[config.mk]
export PLATFORM = sky130hd
export DESIGN_NAME = ser_ctrl_loader
export DESIGN_NICKNAME = d
export VERILOG_FILES = /design/src/rtl/loader_pkg.sv /design/src/rtl/loader_sync.sv /design/src/rtl/loader_shift.sv /design/src/rtl/loader_hold.sv /design/src/rtl/ser_ctrl_loader.sv
export SDC_FILE = /design/constraint.sdc
export NUM_CORES = 1
export LEC_CHECK = 0
export CAP_MARGIN = 0
export CORE_UTILIZATION = 25
export DETAILED_ROUTE_END_ITERATION = 10
export PLACE_DENSITY = 0.39
export SLEW_MARGIN = 20
export SYNTH_ARGS = -nofsm -noshare
export SYNTH_HDL_FRONTEND = slang
export SYNTH_SLANG_ARGS = --single-unit
[constraint.sdc]
create_clock -name clk -period 2.2 [get_ports clk]
set_clock_uncertainty 0.05 [all_clocks]
set_input_delay 0.33 -clock clk [delete_from_list [all_inputs] [get_ports clk]]
set_output_delay 0.33 -clock clk [all_outputs]
set_load 0.02 [all_outputs]
[src/rtl/loader_pkg.sv]
package loader_pkg;
  localparam int DIV_W  = 14;
  localparam int TST_W  = 2;
  localparam int BND_W  = 3;
  localparam int REF_W  = 3;
  localparam int WORD_W = DIV_W + TST_W + BND_W + 1 + REF_W + 1;

  // Packed MSB-first, so div[0] sits at word bit 0 (first bit received).
  typedef struct packed {
    logic             hi_sel;
    logic [REF_W-1:0] ref_sel;
    logic             tbase;
    logic [BND_W-1:0] band;
    logic [TST_W-1:0] test;
    logic [DIV_W-1:0] div;
  } ctl_word_t;
endpackage

[src/rtl/loader_sync.sv]
module loader_sync #(
  parameter int WIDTH  = 3,
  parameter int STAGES = 2
) (
  input  logic             clk,
  input  logic             rst,
  input  logic [WIDTH-1:0] async_i,
  output logic [WIDTH-1:0] sync_o
);
  logic [STAGES-1:0] chain [WIDTH];

  for (genvar w = 0; w < WIDTH; w++) begin : g_bit
    always_ff @(posedge clk) begin
      if (rst) chain[w] <= '0;
      else     chain[w] <= {chain[w][STAGES-2:0], async_i[w]};
    end
    assign sync_o[w] = chain[w][STAGES-1];
  end
endmodule

[src/rtl/loader_shift.sv]
module loader_shift #(
  parameter int WORD_W = 24,
  localparam int CNT_W = $clog2(WORD_W + 2)
) (
  input  logic              clk,
  input  logic              rst,
  input  logic              xtal_ok,
  input  logic              en_s,
  input  logic              sclk_s,
  input  logic              dat_s,
  output logic [WORD_W-1:0] shreg,
  output logic [CNT_W-1:0]  bit_cnt,
  output logic              commit
);
  localparam logic [CNT_W-1:0] FULL = CNT_W'(WORD_W);
  localparam logic [CNT_W-1:0] OVER = CNT_W'(WORD_W + 1);

  logic en_q, sclk_q;
  logic sclk_rise, en_fall;

  always_ff @(posedge clk) begin
    if (rst) begin
      en_q   <= 1'b0;
      sclk_q <= 1'b0;
    end else begin
      en_q   <= en_s;
      sclk_q <= sclk_s;
    end
  end

  assign sclk_rise = sclk_s & ~sclk_q;
  assign en_fall   = en_q & ~en_s;

  always_ff @(posedge clk) begin
    if (rst) begin
      shreg   <= '0;
      bit_cnt <= '0;
    end else if (!en_s) begin
      bit_cnt <= '0;
    end else if (sclk_rise && xtal_ok) begin
      shreg <= {dat_s, shreg[WORD_W-1:1]};
      if (bit_cnt != OVER) bit_cnt <= bit_cnt + 1'b1;
    end
  end

  assign commit = en_fall && xtal_ok && (bit_cnt == FULL);
endmodule

[src/rtl/loader_hold.sv]
module loader_hold
  import loader_pkg::*;
(
  input  logic              clk,
  input  logic              rst,
  input  logic              commit,
  input  logic [WORD_W-1:0] shreg,
  output ctl_word_t         held,
  output logic              test_err
);
  ctl_word_t incoming;
  assign incoming = ctl_word_t'(shreg);

  always_ff @(posedge clk) begin
    if (rst) begin
      held     <= '0;
      test_err <= 1'b0;
    end else if (commit) begin
      held     <= incoming;
      test_err <= |incoming.test;
    end
  end
endmodule

[src/rtl/ser_ctrl_loader.sv]
module ser_ctrl_loader
  import loader_pkg::*;
#(
  parameter int SYNC_STAGES = 2
) (
  input  logic             clk,
  input  logic             rst,
  input  logic             xtal_ok,
  input  logic             ser_en,
  input  logic             ser_clk,
  input  logic             ser_dat,
  output logic [DIV_W-1:0] divisor,
  output logic [TST_W-1:0] test_bits,
  output logic             test_err,
  output logic [BND_W-1:0] band,
  output logic             tbase_en,
  output logic [REF_W-1:0] ref_sel,
  output logic             hi_band_sel
);
  localparam int CNT_W = $clog2(WORD_W + 2);

  logic [2:0]        pins_s;
  logic [WORD_W-1:0] shreg;
  logic [CNT_W-1:0]  bit_cnt;
  logic              commit;
  ctl_word_t         held;

  loader_sync #(.WIDTH(3), .STAGES(SYNC_STAGES)) u_sync (
    .clk     (clk),
    .rst     (rst),
    .async_i ({ser_dat, ser_clk, ser_en}),
    .sync_o  (pins_s)
  );

  loader_shift #(.WORD_W(WORD_W)) u_shift (
    .clk     (clk),
    .rst     (rst),
    .xtal_ok (xtal_ok),
    .en_s    (pins_s[0]),
    .sclk_s  (pins_s[1]),
    .dat_s   (pins_s[2]),
    .shreg   (shreg),
    .bit_cnt (bit_cnt),
    .commit  (commit)
  );

  loader_hold u_hold (
    .clk      (clk),
    .rst      (rst),
    .commit   (commit),
    .shreg    (shreg),
    .held     (held),
    .test_err (test_err)
  );

  assign divisor     = held.div;
  assign test_bits   = held.test;
  assign band        = held.band;
  assign tbase_en    = held.tbase;
  assign ref_sel     = held.ref_sel;
  assign hi_band_sel = held.hi_sel;
endmodule

# Word level (Yosys, flattened, before mapping)

Memories as Yosys holds them, arrays and structs flattened.
Cells that the tools add are included.

Flip-flop bits (word level): 56
Bits in writable memories: 6
Memories: 1

Memory list:

| memory       | depth | width | read ports | clocked after Yosys merged registers in | write ports | RTL line          | source |
|---|---|---|---|---|---|---|---|
| u_sync.chain | 3     | 2     | 3          | 0                                       | 3           | loader_sync.sv:10 | `logic [STAGES-1:0] chain [WIDTH];` |

Add/subtract/negate cells: 1
Eq/ne operators: 2
Muxes and demuxes: 6
Bitwise logic cells: 7
Reduce and logical (&&, ||, !) cells: 7

Operator list:

| kind                                                          | count |
|---|---|
| 2-bit 2-to-1 mux                                              | 3 |
| 5-bit by 1-bit adder with 5-bit output, second input constant | 1 |
| 5-bit == test, second input constant                          | 1 |
| 5-bit inequality test, second input constant                  | 1 |
| 2-bit AND reduction                                           | 2 |
| 2-bit OR reduction                                            | 2 |
| 1-bit logical AND                                             | 3 |
| 1-bit 2-to-1 mux                                              | 3 |
| 1-bit OR                                                      | 3 |
| 1-bit AND                                                     | 2 |
| 1-bit NOT                                                     | 2 |

# Logic depth before layout (Yosys ltp)

Gate-level depths: netlist (run 1).

Depth in word-level cells: 4
Depth in mapped cells: 7
Gate-level depth less buffers: 5

# Hierarchy

Synthesis (run 1) repeated with hierarchy kept, for this count alone.

Cell total of the unflattened synthesis: 241
Area total of the unflattened synthesis: 2278.4 µm²

By module, submodules not included:

| module       | times used | cells an instance | area each (µm²) | sequential area each (µm²) |
|---|---|---|---|---|
| loader_shift | 1          | 144               | 1187.4          | 620.6 |
| loader_hold  | 1          | 82                | 910.9           | 500.5 |
| loader_sync  | 1          | 15                | 180.2           | 120.1 |

# Worst setup path before layout (run 1)

No wires, ideal clock.

Kind: register -> register
Start: register u_shift.bit_cnt[0]
End: register u_hold.test_err
Setup time: 0.120 ns
Arrival time: 1.301 ns
Slack: 0.729 ns
Cell stages (with the launch flop): 8
Buffers on the path: 2
Clock period less this slack: 1.471 ns
Path through: dfxtp_1 > inv_1 > ha_1 > nand4b_1 > or3_1 > buf_6 > buf_6 > mux2i_1

Word-level cells in the longest chain between the ends: 2

RTL lines:

| element                | RTL line           | source |
|---|---|---|
| start, declared        | loader_shift.sv:12 | `output logic [CNT_W-1:0] bit_cnt,` |
| start signal, assigned | loader_shift.sv:42 | `if (bit_cnt != OVER) bit_cnt <= bit_cnt + 1'b1;` |
| 5-bit == test          | loader_shift.sv:46 | `assign commit = en_fall && xtal_ok && (bit_cnt == FULL);` |
| 1-bit logical AND      | loader_shift.sv:46 |  |
| end signal, assigned   | loader_hold.sv:20  | `test_err <= \|incoming.test;` |
| end, declared          | loader_hold.sv:9   | `output logic test_err` |

Every way passes these cells.
A chain may end at the register's enable or synchronous reset.

# Worst setup path in the final report (run 1)

Start: register, netlist name u_hold.held[22]
End: output ref_sel[2]

RTL lines:

| element       | RTL line              | source |
|---|---|---|
| end, declared | ser_ctrl_loader.sv:17 | `output logic [REF_W-1:0] ref_sel,` |

No word-level cell between the ends.

==> flow_metrics.tcl, run 1 <==
set metrics [dict create \
    clkTransAtPathRegs_ps 70 \
    drive_above_1_share_pct 7.937 \
    power_frac_comb_pct 2.1 \
    cts_htree_levels 3 \
    post-route-drc-count 0 \
    synth-edff-count 0 \
    crit_buf_inv 1 \
    cts_tree "built" \
    finalCriticalPeriod_ps 1710 \
    clk_latency_ps 330 \
    synth_top_cell_area_share_pct 52.40 \
    final-hold-violation-count 0 \
    critPathCaptureType "output port" \
    syn-num-nets 222 \
    drt-initial-drc-count 44 \
    switching_share_pct 20.42 \
    die_w_um 99.34 \
    numPortBuffers 30 \
    grt.overflow.total 0 \
    critical-path-top-delay-family "buffers and inverters" \
    final_cells 363 \
    cts.sinks 62 \
    status "completed" \
    grt_use_total_pct 10.07 \
    ys_top_cells_by_area "dfxtp_1 (52%), mux2i_1 (20%), nand2b_1 (13%)" \
    grt_max_degree 51 \
    core-area_um2 9196 \
    post-dp-hpwl_mm 2.667 \
    via_count 1504 \
    numCtsBuffers 9 \
    crit_chain "clkdlybuf4s50_1" \
    yosys-top-cells-count "dfxtp_1 (62), nand2b_1 (50), mux2i_1 (48)" \
    ys_warn_count 0 \
    grt_pass1_vias 1614 \
    yosysMostFrequentCell "dfxtp_1" \
    power.internal_mw 1.858 \
    maxSlewHeadroom_pct 84.83 \
    max_clock_freq_mhz 584.8 \
    n_antenna_cell 0 \
    busiest_layer "met2" \
    cap_violations 0 \
    dr.pass1.iters 4 \
    rsz0062_at_grt "no" \
    routabilityCongestion 0.6799 \
    arrival_ps 1330 \
    worst-path-max-fanout 2 \
    synthFlopType "dfxtp_1" \
    timing.final.crit_share_pct 77.73 \
    antenna_left 0 \
    tightestPinTransition_ps 226.9 \
    grtUsageMet1_pct 12.78 \
    pwr-share-clk_pct 49.4 \
    crit_type "flop to output port" \
    post_cts_resized 0 \
    cts_hold_buf 0 \
    cp-start-kind "flop" \
    cp_slowest_cell "clkdlybuf4s50_1" \
    synthesis.instances 213 \
    ys_ff_latch 62 \
    antenna_found_initial 0 \
    io_pins 31 \
    synth_area_leader_cell "dfxtp_1" \
    setup-violations-final 0 \
    die-area_um2 9867 \
    cts_buffer_depth 2 \
    syn_area_um2 2369 \
    ir_drop_mv 0.3357 \
    grt_use_met3_pct 2.952 \
    cp.required_ps 1820 \
    synth_cell_types 20 \
    placed_cell_area_um2 2809 \
    final_util_pct 33.07 \
    clockRootBuffer "clkbuf_8" \
    finalNetCount 256 \
    avgViaCountPerCell 4.143 \
    die_h_um 99.34 \
    synth.avg_cell_area_um2 11.12 \
    grt_pass1_wl_mm 7.645 \
    seq_power_share_pct 48.4 \
    slowest_delay_ps 620 \
    wl_mm 4.406 \
    final_area_um2 3042 \
    post_cts_buffers 0 \
    powerDensity_nw_per_um2 767.8 \
    p_leak_nw 1.354 \
    synthToLayoutAreaGrowth_pct 28.42 \
    wl_per_cell_um 12.14 \
    synthArstFlopShare_pct 0 \
    gr-usage-met2_pct 15.22 \
    start_util_pct 25.76 \
    place_inst 347 \
    final_max_slew_viol_count 0 \
    rows 35 \
    ys_seq_area_share_pct 52.40 \
    hold_path_class "flop to flop" \
    setup_tns_ps 0 \
    p_sw_mw 0.4769 \
]
power groups by stage:
stage	clock, mW	combinational (mW)	sequential (mW)
after floorplan	0	0.0305	1.16
after global placement	0	0.0525	1.16
after detailed placement	0	0.0522	1.16
after CTS	1.21	0.0524	1.13
after global routing	1.25	0.0545	1.13
final	1.15	0.0502	1.13
final cells by class:
cell class	instances	area (um2)
fill	961	6155
tap	111	138.9
timing repair buffer	34	367.9
clock inverter	5	81.33
clock buffer	11	151.4
sequential	62	1241
multi-input combinational	137	1050
inverter	3	11.26
metal layers:
layer | vias up | wire, um
li1 | 781 | -
met1 | 691 | 2337
met2 | 25 | 1837
met3 | 7 | 146
met4 | 0 | 84
met5 | - | 0
state kept, by name (all words and copies together), names as in the netlist:
| name | cells |
|---|---|
| u_shift.en_q | 1 |
| u_hold.held | 24 |
| u_shift.shreg | 24 |
| u_shift.sclk_q | 1 |
| u_sync.chain | 6 |
| u_hold.test_err | 1 |
| u_shift.bit_cnt | 5 |
cells by family after synthesis:
group | after synthesis | synth area share, %
and+or+nand+nor | 75 | 19.81
DFF | 62 | 52.40
muxes | 48 | 20.29
buffers and inverters | 14 | 3.275
AOI/OAI and AO/OA | 11 | 2.641
adders and majority gates | 3 | 1.585
worst paths after layout:
check / start / slack (ps) / endpoint / depth (start not counted)
worst max-delay path: u_hold.held[22]$_SDFFE_PP0P_ / 490 / ref_sel[2] / 1
worst min-delay path: u_sync.chain[2][0]$_SDFF_PP0_ / 380 / u_sync.chain[2][1]$_SDFF_PP0_ / 1
worst max register to register: u_shift.bit_cnt[1]$_SDFFE_PP0P_ / 660 / u_hold.held[14]$_SDFFE_PP0P_ / 6
worst min register to register: u_sync.chain[2][0]$_SDFF_PP0_ / 380 / u_sync.chain[2][1]$_SDFF_PP0_ / 1
per-stage QoR:
stage / total power, mW / hold WS (ps) / setup WS [ps]
global placement: 1.209 / 368.6 / 329.8
global route: 2.434 / 393.4 / 449.1
CTS: 2.387 / 379.2 / 482.7
floorplan: 1.186 / 363.8 / 729.4
finish: 2.335 / 379.0 / 489.9
detailed placement: 1.209 / 373.1 / 312.4
cell usage in the layout, fill, tap and decap left out, types with 2 or more instances in the layout:
master,instances
bufinv_16,2
nor2b_1,7
clkbuf_8,11
nand2b_1,50
buf_12,3
dfxtp_1,62
inv_1,3
or3_1,5
o21ai_0,3
clkdlybuf4s50_1,30
nand2_1,6
and4b_1,2
ha_1,3
nand4b_1,3
a21oi_1,5
mux2i_1,48
(Power assumes the default switching activity.)
==> inputs of run 2 (changes only) <==
PLACE_DENSITY = 0.41   (was 0.39)
clock period = 1.4 ns   (was 2.2 ns; I/O delays follow)
==> flow_metrics.tcl, run 2 (synthesis results as in run 1) <==
set metrics [dict create \
    crit_path_start "u_shift.bit_cnt[0]$_SDFFE_PP0P_" \
    crit_chain "inv_2 -> ha_4 -> nand4b_1 -> or3_4 -> clkbuf_16 -> mux2i_1" \
    io_pins 31 \
    numCtsBuffers 9 \
    finalNetCount 269 \
    final_area_um2 3162 \
    highest_layer "met4" \
    multi_input_area_um2 1082 \
    powerDensity_nw_per_um2 1130 \
    cts.sinks 62 \
    antenna_left 0 \
    fin_ws_ps -118.0 \
    wl_met1_mm 2.406 \
    worst-path-max-fanout 6 \
    die_h_um 99.34 \
    wl_met3_um 220 \
    core-area_um2 9196 \
    synthToLayoutAreaGrowth_pct 33.49 \
    rows 35 \
    cap_violations 0 \
    drive_above_1_share_pct 15.09 \
    r2r_slack_ps -120 \
    avgViaCountPerCell 4.120 \
    worstSetupEndpoint "u_hold.held[19]$_SDFFE_PP0P_" \
    grt_pass1_wl_mm 7.307 \
    cts_tree "built" \
    hold_path_class "flop to flop" \
    layout_commonest_cell "dfxtp_1" \
    drt-initial-drc-count 30 \
    status "finished with violations" \
    cp.required_ps 1570 \
    die_w_um 99.34 \
    grt_pass1_vias 1483 \
    wl_met2_mm 1.938 \
    grt_use_total_pct 9.787 \
    ir_drop_mv 0.5462 \
    arrival_ps 1690 \
    crit_type "flop to flop" \
    rsz0062_at_grt "yes" \
    timing.final.crit_share_pct 108.4 \
    placed_cell_area_um2 2879 \
    grt_max_degree 52 \
    clkTransAtPathRegs_ps 70 \
    clockRootBuffer "clkbuf_8" \
    slowest_delay_ps 420 \
    routabilityCongestion 0.6910 \
    tightestPinTransition_ps 223.5 \
    rr_startpoint "u_shift.bit_cnt[0]$_SDFFE_PP0P_" \
    maxSlewHeadroom_pct 85.16 \
    cts_buffer_depth 2 \
    cp-start-kind "flop" \
    reg2regPathDepth 6 \
    critPathCaptureType "flop" \
    cp_slowest_cell "or3_4" \
    die-area_um2 9867 \
    fillerInstances 961 \
    p_leak_nw 1.551 \
    antenna_found_initial 0 \
    pre_cts_ws_ps -318.8 \
    cts_htree_levels 3 \
    clk_latency_ps 340 \
    violations "negative setup slack" \
    setup-violations-final 26 \
    reg_top3 "u_hold.held x24, u_shift.shreg x24, u_sync.chain x6" \
    n_antenna_cell 0 \
    final-hold-violation-count 0 \
    post-route-drc-count 0 \
    post-dp-hpwl_mm 2.668 \
    grt.overflow.total 0 \
    final_max_slew_viol_count 0 \
    via_count 1549 \
    final_cells 376 \
    layout_common_cells "dfxtp_1 (60), nand2b_1 (50), mux2i_1 (48)" \
    seqCellArea_um2 1244 \
    wl_per_cell_um 12.42 \
    max_clock_freq_mhz 658.8 \
    start_util_pct 25.76 \
    dr.pass1.iters 4 \
    finalCriticalPeriod_ps 1518 \
    rr_endpoint "u_hold.held[19]$_SDFFE_PP0P_" \
    wl_mm 4.669 \
    place_inst 356 \
    numPortBuffers 30 \
]
run 2: cell count changes in the layout (fill, tap and decap cells not counted), moves of 3 or more:
| cell | before | now |
|---|---|---|
| buf_4 | 1 | 12 |
| clkdlybuf4s50_1 | 30 | 5 |
| dlygate4sd2_1 | 0 | 25 |
| ha_1 | 3 | 0 |
run 2: critical path: cells and delay by family, from the launching register on:
kind / cells / cell delay [ps]
buf+inv: 2 / 260
fa+ha+maj: 1 / 120
simple gates: 2 / 540
flops: 1 / 330
mux: 1 / 110
run 2: cell type report:
class                           count  share of cell area (%)
Clock buffer                       10                   4.036
Multi-Input combinational cell    137                   34.23
Tap cell                          111                   4.393
Inverter                            3                  0.3562
Clock inverter                      6                   2.731
Sequential cell                    62                   39.34
Timing Repair Buffer               47                   14.92
run 2: how the worst min path moves through the flow:
stage               cells after the start  slack, ps                           from                            end
detailed placement                      1        370  u_sync.chain[2][0]$_SDFF_PP0_  u_sync.chain[2][1]$_SDFF_PP0_
floorplan                               1        290                         ser_en  u_sync.chain[0][0]$_SDFF_PP0_
CTS                                     2        370                        ser_clk  u_sync.chain[1][0]$_SDFF_PP0_
global route                            2        370                        ser_dat  u_sync.chain[2][0]$_SDFF_PP0_
finish                                  1        380  u_sync.chain[2][0]$_SDFF_PP0_  u_sync.chain[2][1]$_SDFF_PP0_
global placement                        1        370  u_sync.chain[1][0]$_SDFF_PP0_  u_sync.chain[1][1]$_SDFF_PP0_
run 2: what timing repair did:
| item | CTS | global route |
|---|---|---|
| gates cloned | 1 | 1 |
| setup endpoints to repair | 54 | 29 |
| buffers inserted | 0 | 2 |
| hold buffers | 0 | 0 |
| pin swaps | 3 | 3 |
| hold endpoints to repair | 0 | 0 |
| resized for setup | 27 | 6 |
run 2: per-stage QoR:
stage	TNS, ps	hold slack, ps	total power [mW]	utilization [%]
floorplan	-1115	288.2	1.864	-
global placement	-10910	369.4	1.905	31.31
detailed placement	-11860	373.1	1.906	31.31
CTS	-2366	372.8	3.637	33.65
global route	-4231	371.6	3.725	34.38
finish	-2601	378.1	3.573	34.38
run 2: routing by layer:
metal | vias to the layer above | track usage, %
met2 | 26 | 14.53
met1 | 702 | 12.39
met4 | 0 | 5.769
met3 | 8 | 3.162
li1 | 813 | -
met5 | - | 0
run 2: power breakdown:
group | internal (mW) | switching (mW) | total (mW)
registers | 1.77 | 0.00343 | 1.78
clock network | 1.00 | 0.711 | 1.71
logic | 0.0535 | 0.0334 | 0.0870
total | 2.83 | 0.748 | 3.57
==> inputs of run 3 (changes only) <==
CORE_UTILIZATION = 44   (was 25)
PLACE_DENSITY = 0.66   (was 0.41)
==> flow_metrics.tcl, run 3 (synthesis results as in run 1) <==
set metrics [dict create \
    status "finished with violations" \
    violations "negative setup slack" \
    routabilityCongestion 0.8036 \
    slowest_delay_ps 430 \
    die-area_um2 5681 \
    crit_type "flop to flop" \
    rr_startpoint "u_shift.bit_cnt[0]$_SDFFE_PP0P_" \
    final_max_slew_viol_count 0 \
    tightestPinTransition_ps 223.1 \
    critical-path-top-delay-family "simple AND/OR/NAND/NOR gates" \
    crit_path_start "u_shift.bit_cnt[0]$_SDFFE_PP0P_" \
    cts_hold_buf 0 \
    worst-path-max-fanout 6 \
    cp-start-kind "flop" \
    cp.required_ps 1560 \
    multi_input_area_um2 1092 \
    switching_share_pct 20.22 \
    finalCriticalPeriod_ps 1527 \
    cp_slowest_cell "or3_4" \
    hold_path_class "flop to flop" \
    critPathCaptureType "flop" \
    die_w_um 75.37 \
    synthToLayoutAreaGrowth_pct 32.01 \
    timing.final.crit_share_pct 109.1 \
    setup-violations-final 26 \
    wl_per_cell_um 12.84 \
    final_util_pct 60.83 \
    grt_pass1_vias 1460 \
    avgViaCountPerCell 4.757 \
    post-dp-hpwl_mm 2.586 \
    arrival_ps 1690 \
    ir_drop_mv 0.7617 \
    holdWs_ps 384.3 \
    cts.sinks 62 \
    clkTransAtPathRegs_ps 60 \
    die_h_um 75.37 \
    io_pins 31 \
    wl_mm 4.326 \
    p_leak_nw 1.564 \
    grt_pass1_wl_mm 6.824 \
    fin_ws_ps -126.9 \
    powerDensity_nw_per_um2 1076 \
    pwr-share-clk_pct 44.5 \
    drive_above_1_share_pct 17.60 \
    cap_violations 0 \
    via_count 1603 \
    clk_latency_ps 330 \
    maxSlewHeadroom_pct 85.08 \
    final-hold-violation-count 0 \
    seqCellArea_um2 1244 \
    drt-initial-drc-count 25 \
    cts_htree_levels 3 \
    crit_buf_inv 2 \
    dr.pass1.iters 4 \
    rsz0062_at_grt "yes" \
    n_antenna_cell 0 \
    antenna_found_initial 0 \
    finalNetCount 272 \
    core-area_um2 5140 \
    cts_tree "built" \
    power_frac_comb_pct 2.6 \
    power.internal_mw 2.684 \
    rows 26 \
    layout_commonest_cell "dfxtp_1" \
    start_util_pct 46.08 \
    post-route-drc-count 0 \
    grt_max_degree 24 \
    antenna_left 0 \
    clockRootBuffer "clkbuf_8" \
    crit_chain "inv_2 -> ha_4 -> nand4b_1 -> or3_4 -> clkbuf_16 -> mux2i_1" \
    grt.overflow.total 0 \
    reg_top3 "u_hold.held x24, u_shift.shreg x24, u_sync.chain x6" \
    cts_buffer_depth 2 \
    fillerInstances 468 \
    numPortBuffers 30 \
    seq_power_share_pct 52.8 \
    min-delay-start "u_sync.chain[1][0]$_SDFF_PP0_" \
    numCtsBuffers 9 \
    layout_common_cells "dfxtp_1 (60), nand2b_1 (50), mux2i_1 (48)" \
    grt_use_total_pct 16.61 \
    p_sw_mw 0.6801 \
    max_clock_freq_mhz 654.9 \
]
## run 3: routing by layer
layer / part of all wire [%] / global-route usage, %
met2: 46 / 25.10
met5: 0 / 0
met4: 0.99 / 8.642
met1: 50 / 21.34
met3: 3.0 / 5.291
## run 3: worst paths after layout
kind                                                 endpoint  slack (ps)  cells after the start
worst max-delay path              u_hold.held[9]$_SDFFE_PP0P_        -130                      6
worst max register to register    u_hold.held[9]$_SDFFE_PP0P_        -130                      6
worst min register to register  u_sync.chain[1][1]$_SDFF_PP0_         380                      1
worst min-delay path            u_sync.chain[1][1]$_SDFF_PP0_         380                      1
## run 3: timing repair
action / 4_1_cts / 5_1_grt
setup buffers: 0 / 0
pin swaps: 0 / 5
setup endpoints to repair: 50 / 29
cloned: 1 / 2
gates resized for setup: 27 / 12
## run 3: metrics by stage
stage	setup slack (ps)	power (mW)	area (um2)	setup TNS (ps)	std cells
floorplan	-56.47	1.864	2379	-1115	213
global placement	-264.9	1.904	2845	-9031	319
detailed placement	-275.4	1.905	2845	-9216	319
CTS	-96.98	3.404	3035	-2212	335
global route	-164.2	3.493	3127	-3851	337
finish	-126.9	3.364	3127	-2774	337
## run 3: final cells by class
class / count / share of cell area [%]
Inverter: 3 / 0.3601
Clock buffer: 11 / 4.522
Sequential cell: 62 / 39.78
Multi-Input combinational cell: 137 / 34.93
Timing Repair Buffer: 50 / 16.09
Clock inverter: 4 / 1.521
Tap cell: 70 / 2.801
## run 3: worst reg2reg max path: stages, from the launching register on
cell and delay [ps]:
dfxtp_2 330, inv_2 60, ha_4 130, nand4b_1 110, or3_4 430, clkbuf_16 200, mux2i_1 110
## run 3: power groups by stage
| stage | logic (mW) | registers [mW] | clock network [mW] |
|---|---|---|---|
| finish | 0.0886 | 1.78 | 1.50 |
| CTS | 0.0886 | 1.78 | 1.54 |
| floorplan | 0.0480 | 1.82 | 0 |
| global placement | 0.0876 | 1.82 | 0 |
| global route | 0.0961 | 1.78 | 1.62 |
| detailed placement | 0.0884 | 1.82 | 0 |
